### src/rtl/deser_pkg.sv
package deser_pkg;

    // Largest supported tree depth; the index tag is sized for it.
    localparam int MAX_STAGES = 5;

    // Arrival position of the bit that completed a group.
    typedef logic [MAX_STAGES-1:0] tag_t;

    // Strobe travelling down the tree beside the data.
    typedef struct packed {
        logic stb;
        tag_t tag;
    } link_ctl_t;

    // Output line for arrival position k in the selected bit order.
    function automatic int out_index(input int k, input int width, input bit big);
        return big ? (width - 1 - k) : k;
    endfunction

    // Word width for a given depth.
    function automatic int word_width(input int stages);
        return 1 << stages;
    endfunction

endpackage

### src/rtl/deser_divider.sv
module deser_divider #(
    parameter int STAGES = 3
) (
    input  logic              clk,
    input  logic              rst,
    input  logic              en,
    output logic [STAGES-1:0] phase,
    output logic              slow_clk
);

    logic [STAGES-1:0] phase_q;

    // Bit i of this counter toggles at the rate of the i-th halving stage.
    always_ff @(posedge clk) begin
        if (rst) begin
            phase_q <= '0;
        end else if (en) begin
            phase_q <= phase_q + STAGES'(1);
        end
    end

    assign phase    = phase_q;
    assign slow_clk = phase_q[STAGES-1];

    // without enable the phase does not move
    a_r6_phase_hold: assert property (@(posedge clk) disable iff (rst)
        !en |=> $stable(phase_q));

    // divided clock only changes on enabled edges
    a_r7_slow_hold: assert property (@(posedge clk) disable iff (rst)
        !en |=> $stable(slow_clk));

    // the count wraps to zero after a full word
    a_r4_wrap: assert property (@(posedge clk) disable iff (rst)
        (en && (phase_q == '1)) |=> (phase_q == '0));

endmodule

### src/rtl/deser_stage.sv
module deser_stage
    import deser_pkg::*;
#(
    parameter int IDX    = 0,
    parameter bit RETIME = 1'b0,
    localparam int CELLS = 1 << IDX,
    localparam int OW    = 2 * CELLS
) (
    input  logic             clk,
    input  logic             rst,
    input  link_ctl_t        in_ctl,
    input  logic [CELLS-1:0] din,
    output link_ctl_t        out_ctl,
    output logic [OW-1:0]    dout
);

    logic [OW-1:0] raw;
    link_ctl_t     done_q;

    // One ping-pong splitter per cell: the group's index bit IDX picks the half.
    for (genvar j = 0; j < CELLS; j++) begin : g_cell
        logic lo_r;
        logic hi_r;

        always_ff @(posedge clk) begin
            if (rst) begin
                lo_r <= 1'b0;
                hi_r <= 1'b0;
            end else if (in_ctl.stb) begin
                if (in_ctl.tag[IDX]) begin
                    hi_r <= din[j];
                end else begin
                    lo_r <= din[j];
                end
            end
        end

        assign raw[j]         = lo_r;
        assign raw[j + CELLS] = hi_r;
    end

    // A group for the next level is complete once the high half is written.
    always_ff @(posedge clk) begin
        if (rst) begin
            done_q <= '0;
        end else begin
            done_q <= '{stb: in_ctl.stb & in_ctl.tag[IDX], tag: in_ctl.tag};
        end
    end

    if (RETIME) begin : g_rt
        logic [OW-1:0] al_q;
        link_ctl_t     ctl_q;

        // Both halves move together, one cycle after the group completes.
        always_ff @(posedge clk) begin
            if (rst) begin
                al_q  <= '0;
                ctl_q <= '0;
            end else begin
                ctl_q <= done_q;
                if (done_q.stb) begin
                    al_q <= raw;
                end
            end
        end

        assign dout    = al_q;
        assign out_ctl = ctl_q;

        // aligned outputs only change on a completed group
        a_r9_aligned_hold: assert property (@(posedge clk) disable iff (rst)
            !done_q.stb |=> $stable(al_q));
    end else begin : g_direct
        assign dout    = raw;
        assign out_ctl = done_q;
    end

    // a level never completes two groups on consecutive cycles
    a_r4_stage_once: assert property (@(posedge clk) disable iff (rst)
        out_ctl.stb |=> !out_ctl.stb);

endmodule

### src/rtl/deser_outreg.sv
module deser_outreg
    import deser_pkg::*;
#(
    parameter int WIDTH = 8,
    parameter bit BIG   = 1'b0
) (
    input  logic             clk,
    input  logic             rst,
    input  logic             load,
    input  logic [WIDTH-1:0] word,
    output logic [WIDTH-1:0] pword,
    output logic             pvalid
);

    logic [WIDTH-1:0] ordered;
    logic [WIDTH-1:0] word_q;
    logic             valid_q;

    // Place each arrival position on its output line.
    for (genvar k = 0; k < WIDTH; k++) begin : g_map
        localparam int DST = out_index(k, WIDTH, BIG);
        assign ordered[DST] = word[k];
    end

    always_ff @(posedge clk) begin
        if (rst) begin
            word_q  <= '0;
            valid_q <= 1'b0;
        end else begin
            valid_q <= load;
            if (load) begin
                word_q <= ordered;
            end
        end
    end

    assign pword  = word_q;
    assign pvalid = valid_q;

    // the valid flag is a single-cycle pulse
    a_r4_valid_pulse: assert property (@(posedge clk) disable iff (rst)
        valid_q |=> !valid_q);

    // the presented word is held between pulses
    a_r4_word_hold: assert property (@(posedge clk) disable iff (rst)
        !valid_q |-> $stable(word_q));

endmodule

### src/rtl/deser_tree.sv
module deser_tree
    import deser_pkg::*;
#(
    parameter int                    NUM_STAGES  = 3,
    parameter bit                    BIG_ENDIAN  = 1'b0,
    parameter bit                    RETIME_ALL  = 1'b0,
    parameter logic [NUM_STAGES-1:0] RETIME_MASK = '0,
    localparam int                   WIDTH       = 1 << NUM_STAGES
) (
    input  logic             clk,
    input  logic             rst,
    input  logic             en,
    input  logic             ser_in,
    output logic [WIDTH-1:0] word_out,
    output logic             word_valid,
    output logic             slow_clk
);

    localparam logic [NUM_STAGES-1:0] RT_EFF = RETIME_ALL ? '1 : RETIME_MASK;

    if (NUM_STAGES < 1 || NUM_STAGES > MAX_STAGES) begin : g_bad_depth
        $error("deser_tree: NUM_STAGES out of range");
    end

    logic [NUM_STAGES-1:0] phase;
    link_ctl_t             head_ctl;
    link_ctl_t             last_ctl;
    logic [WIDTH-1:0]      tree_word;

    deser_divider #(.STAGES(NUM_STAGES)) u_div (
        .clk      (clk),
        .rst      (rst),
        .en       (en),
        .phase    (phase),
        .slow_clk (slow_clk)
    );

    assign head_ctl = '{stb: en, tag: tag_t'(phase)};

    // Level i has 2^i cells and feeds 2^(i+1) lines to level i+1.
    for (genvar i = 0; i < NUM_STAGES; i++) begin : g_stg
        logic [(2 << i)-1:0] sd;
        link_ctl_t           sc;

        if (i == 0) begin : g_head
            deser_stage #(.IDX(0), .RETIME(RT_EFF[0])) u_stage (
                .clk     (clk),
                .rst     (rst),
                .in_ctl  (head_ctl),
                .din     (ser_in),
                .out_ctl (sc),
                .dout    (sd)
            );
        end else begin : g_body
            deser_stage #(.IDX(i), .RETIME(RT_EFF[i])) u_stage (
                .clk     (clk),
                .rst     (rst),
                .in_ctl  (g_stg[i-1].sc),
                .din     (g_stg[i-1].sd),
                .out_ctl (sc),
                .dout    (sd)
            );
        end
    end

    assign tree_word = g_stg[NUM_STAGES-1].sd;
    assign last_ctl  = g_stg[NUM_STAGES-1].sc;

    deser_outreg #(.WIDTH(WIDTH), .BIG(BIG_ENDIAN)) u_out (
        .clk    (clk),
        .rst    (rst),
        .load   (last_ctl.stb),
        .word   (tree_word),
        .pword  (word_out),
        .pvalid (word_valid)
    );

    // the last level fires only on the final bit position of a word
    a_r4_word_end: assert property (@(posedge clk) disable iff (rst)
        last_ctl.stb |-> (last_ctl.tag == tag_t'(WIDTH - 1)));

    // no stale word escapes right after reset
    a_r8_quiet_after_reset: assert property (@(posedge clk) disable iff (rst)
        $fell(rst) |-> (!word_valid && (word_out == '0)));

endmodule

### config.mk
export PLATFORM = sky130hd
export DESIGN_NAME = deser_tree
export DESIGN_NICKNAME = d
export VERILOG_FILES = /design/src/rtl/deser_pkg.sv /design/src/rtl/deser_divider.sv /design/src/rtl/deser_stage.sv /design/src/rtl/deser_outreg.sv /design/src/rtl/deser_tree.sv
export SDC_FILE = /design/constraint.sdc
export NUM_CORES = 1
export LEC_CHECK = 0
export BUFFER_PORTS_ARGS = -buffer_cell sky130_fd_sc_hd__buf_2
export CAP_MARGIN = 40
export CORE_ASPECT_RATIO = 0.6
export CORE_MARGIN = 2
export CORE_UTILIZATION = 47
export DETAILED_ROUTE_END_ITERATION = 10
export GPL_TIMING_DRIVEN = 0
export PLACE_DENSITY = 0.73
export SLEW_MARGIN = 5
export SYNTH_ARGS = -nofsm -noshare
export SYNTH_HDL_FRONTEND = slang
export SYNTH_SLANG_ARGS = --single-unit
### constraint.sdc
create_clock -name clk -period 1.1 [get_ports clk]
set_input_delay 0.22 -clock clk [delete_from_list [all_inputs] [get_ports clk]]
set_output_delay 0.22 -clock clk [all_outputs]
set_load 0.05 [all_outputs]
==> results.json <==
{
  "netlist_top_cells_area": "dfxtp_1, mux2i_1, nand2b_1, nor2_1, nor2b_1",
  "htreeDepth": 2,
  "via_per_inst": 4.64,
  "setup_viol": 0,
  "drt_wl_total_um": 1800,
  "drc": 0,
  "cp_slowest_cell": "dfxtp_1",
  "switchingPower_uw": 444,
  "path_buf_inv": 1,
  "layout_commonest_cell": "dfxtp_1",
  "pwr-share-seq_pct": 48.2,
  "ys_ff_latch": 32,
  "cts_buffers": 5,
  "yosys_warnings": 0,
  "synth_cells": 105,
  "clock-root-buffer": "clkbuf_8",
  "start_kind": "flip-flop",
  "power.share.clock_pct": 49.0,
  "vdd_drop_max_mv": 0.879,
  "arrival_ns": 0.84,
  "design.core.area_um2": 2240,
  "drt_first_pass_iters": 6,
  "intPower_uw": 2000,
  "swShare_pct": 18.1,
  "worstSetupPathType": "reg2out",
  "syn_to_final_growth_pct": 21.9,
  "antenna_left": 0,
  "slew_headroom_pct": 83.7,
  "comb_power_share_pct": 2.8,
  "drive_above_1_share_pct": 23.0,
  "skew_ns": 0.00387,
  "power.density_nw_per_um2": 1740,
  "clk_path_buf_depth": 2,
  "crit_chain": "clkbuf_4",
  "post-route-min-period_ns": 1.06,
  "placed_area_um2": 1260,
  "rsz0062_at_grt": "no",
  "die_area_um2": 2880,
  "finalMaxSlewViolations": 0,
  "row_count": 13,
  "yosys.cell_types.count": 13,
  "max_freq_ghz": 0.945,
  "fin_crit_sh_pct": 96.2,
  "wire_per_inst_um": 11.5,
  "yosysSeqAreaShare_pct": 55.5,
  "synth_top_area_share_pct": 55.5,
  "nFillCells": 194,
  "layout.nets": 130,
  "final_cell_mix": "dfxtp_1, mux2i_1, nand2b_1",
  "syn_avg_cell_area_um2": 11.0,
  "insertion_delay_ns": 0.27,
  "dp_hpwl_um": 1290,
  "cp_max_fo": 2,
  "floorplan.io_pins": 14,
  "design_area_um2": 1410,
  "die_width_um": 68.0,
  "start_util_pct": 51.4,
  "maxCapViolations": 0,
  "tritoncts": "yes",
  "cp_top_family": "flip-flops",
  "synth_nets": 110,
  "hold_viol_final": 0,
  "grt_pass1_wl_um": 3250,
  "synth_top_area_cell": "dfxtp_1",
  "port_buffers": 13,
  "die_h_um": 42.4,
  "grt_max_degree": 11,
  "worst_pin_slew_ns": 0.246,
  "drt_iter0_markers": 33,
  "max_stage_delay_ns": 0.34,
  "cts.clk_slew.worst_paths_ns": 0.07,
  "status": "complete, no violations",
  "antenna_found_initial": 0,
  "vias": 724,
  "synth.cell_area_um2": 1150,
  "p_leak_uw": 0.000605,
  "track_usage_pct": 15.8,
  "end_kind": "output port",
  "gp_congestion": 0.721,
  "required_ns": 0.88,
  "grt_pass1_vias": 737,
  "hp-class": "in2reg",
  "antenna_cells": 0,
  "cts.sinks": 32,
  "grt.overflow.total": 0,
  "setup_tns_ns": 0
}
[flip-flops by register name (all words and copies together), names as in the netlist]
| register | count |
|---|---|
| g_stg.g_body.u_stage.g_cell.hi_r | 6 |
| g_stg.g_body.u_stage.g_cell.lo_r | 6 |
| g_stg.g_body.u_stage.out_ctl | 3 |
| g_stg.g_head.u_stage.g_cell.hi_r | 1 |
| g_stg.g_head.u_stage.g_cell.lo_r | 1 |
| g_stg.g_head.u_stage.out_ctl | 3 |
| u_div.phase | 3 |
| u_out.pvalid | 1 |
| u_out.pword | 8 |
[logic make-up (layout without fill, tap and decap cells)]
group                      count (synthesis)  after routing  synth area share [%]
buffers and inverters                      6             27                  3.04
DFF                                       32             32                  55.5
AOI/OAI and AO/OA                          1              1                 0.433
muxes                                     24             24                  20.9
and+or+nand+nor                           41             41                  19.0
adders and majority gates                  1              1                  1.08
[cell usage after synthesis]
| cell | number |
|---|---|
| a21oi_1 | 1 |
| buf_2 | 3 |
| nand2b_1 | 19 |
| nand2_1 | 3 |
| ha_1 | 1 |
| dfxtp_1 | 32 |
| clkbuf_2 | 1 |
| and2_1 | 2 |
| buf_4 | 2 |
| nor2b_1 | 5 |
| nor2_1 | 12 |
| mux2i_1 | 23 |
| mux2_2 | 1 |
[metal layers]
layer | routed length [µm] | global-route usage, %
met5 | 0 | 0
met4 | 10 | 4.80
met3 | 72 | 7.26
met2 | 742 | 22.5
met1 | 974 | 21.3
[power groups by stage]
stage / clock [µW] / combinational [µW] / sequential (µW)
after floorplan: 0 / 47.7 / 1210
after detailed placement: 0 / 70.2 / 1200
after global placement: 0 / 69.6 / 1200
final: 1200 / 69.4 / 1180
after CTS: 1230 / 70.9 / 1180
after global routing: 1280 / 80.7 / 1180
[stage by stage]
step | cells | worst slack, ns | hold slack [ns] | utilization [%] | power (µW)
after CTS | 156 | 0.00384 | 0.167 | 61.7 | 2480
after global placement | 148 | 0.0691 | 0.426 | 56.0 | 1270
final | 156 | 0.0416 | 0.177 | 62.7 | 2450
after detailed placement | 148 | 0.0703 | 0.430 | 56.0 | 1270
after floorplan | 105 | 0.0168 | 0.300 | - | 1250
after global routing | 156 | 0.00113 | 0.190 | 62.7 | 2540
[worst paths after layout]
kind	slack [ns]	cells after the start	start	end
worst max-delay path	0.04	1	u_out.pword[7]$_SDFFE_PP0P_	word_out[7]
worst min-delay path	0.18	2	rst	g_stg[0].g_head.u_stage.out_ctl[2]$_SDFF_PP0_
worst max register to register	0.07	3	u_div.phase[0]$_SDFFE_PP0P_	u_div.phase[2]$_SDFFE_PP0P_
worst min register to register	0.44	1	g_stg[0].g_head.u_stage.out_ctl[2]$_SDFF_PP0_	g_stg[1].g_body.u_stage.out_ctl[2]$_SDFF_PP0_
[layout make-up]
cell class / instances / area [µm²] / area share, %
buffer: 6 / 35.0 / 2.49
clock buffer: 7 / 96.3 / 6.85
clock inverter: 1 / 30.0 / 2.14
multi-input combinational: 67 / 478 / 34.0
sequential: 32 / 642 / 45.6
tap: 30 / 37.5 / 2.67
timing repair buffer: 13 / 87.6 / 6.23
[timing repair]
item	4_1_cts	5_1_grt
hold buffers	0	0
resized for setup	1	11
endpoints found under the setup margin	1	9
setup buffers	0	0
No activity file was read; power rests on OpenSTA's default activity.
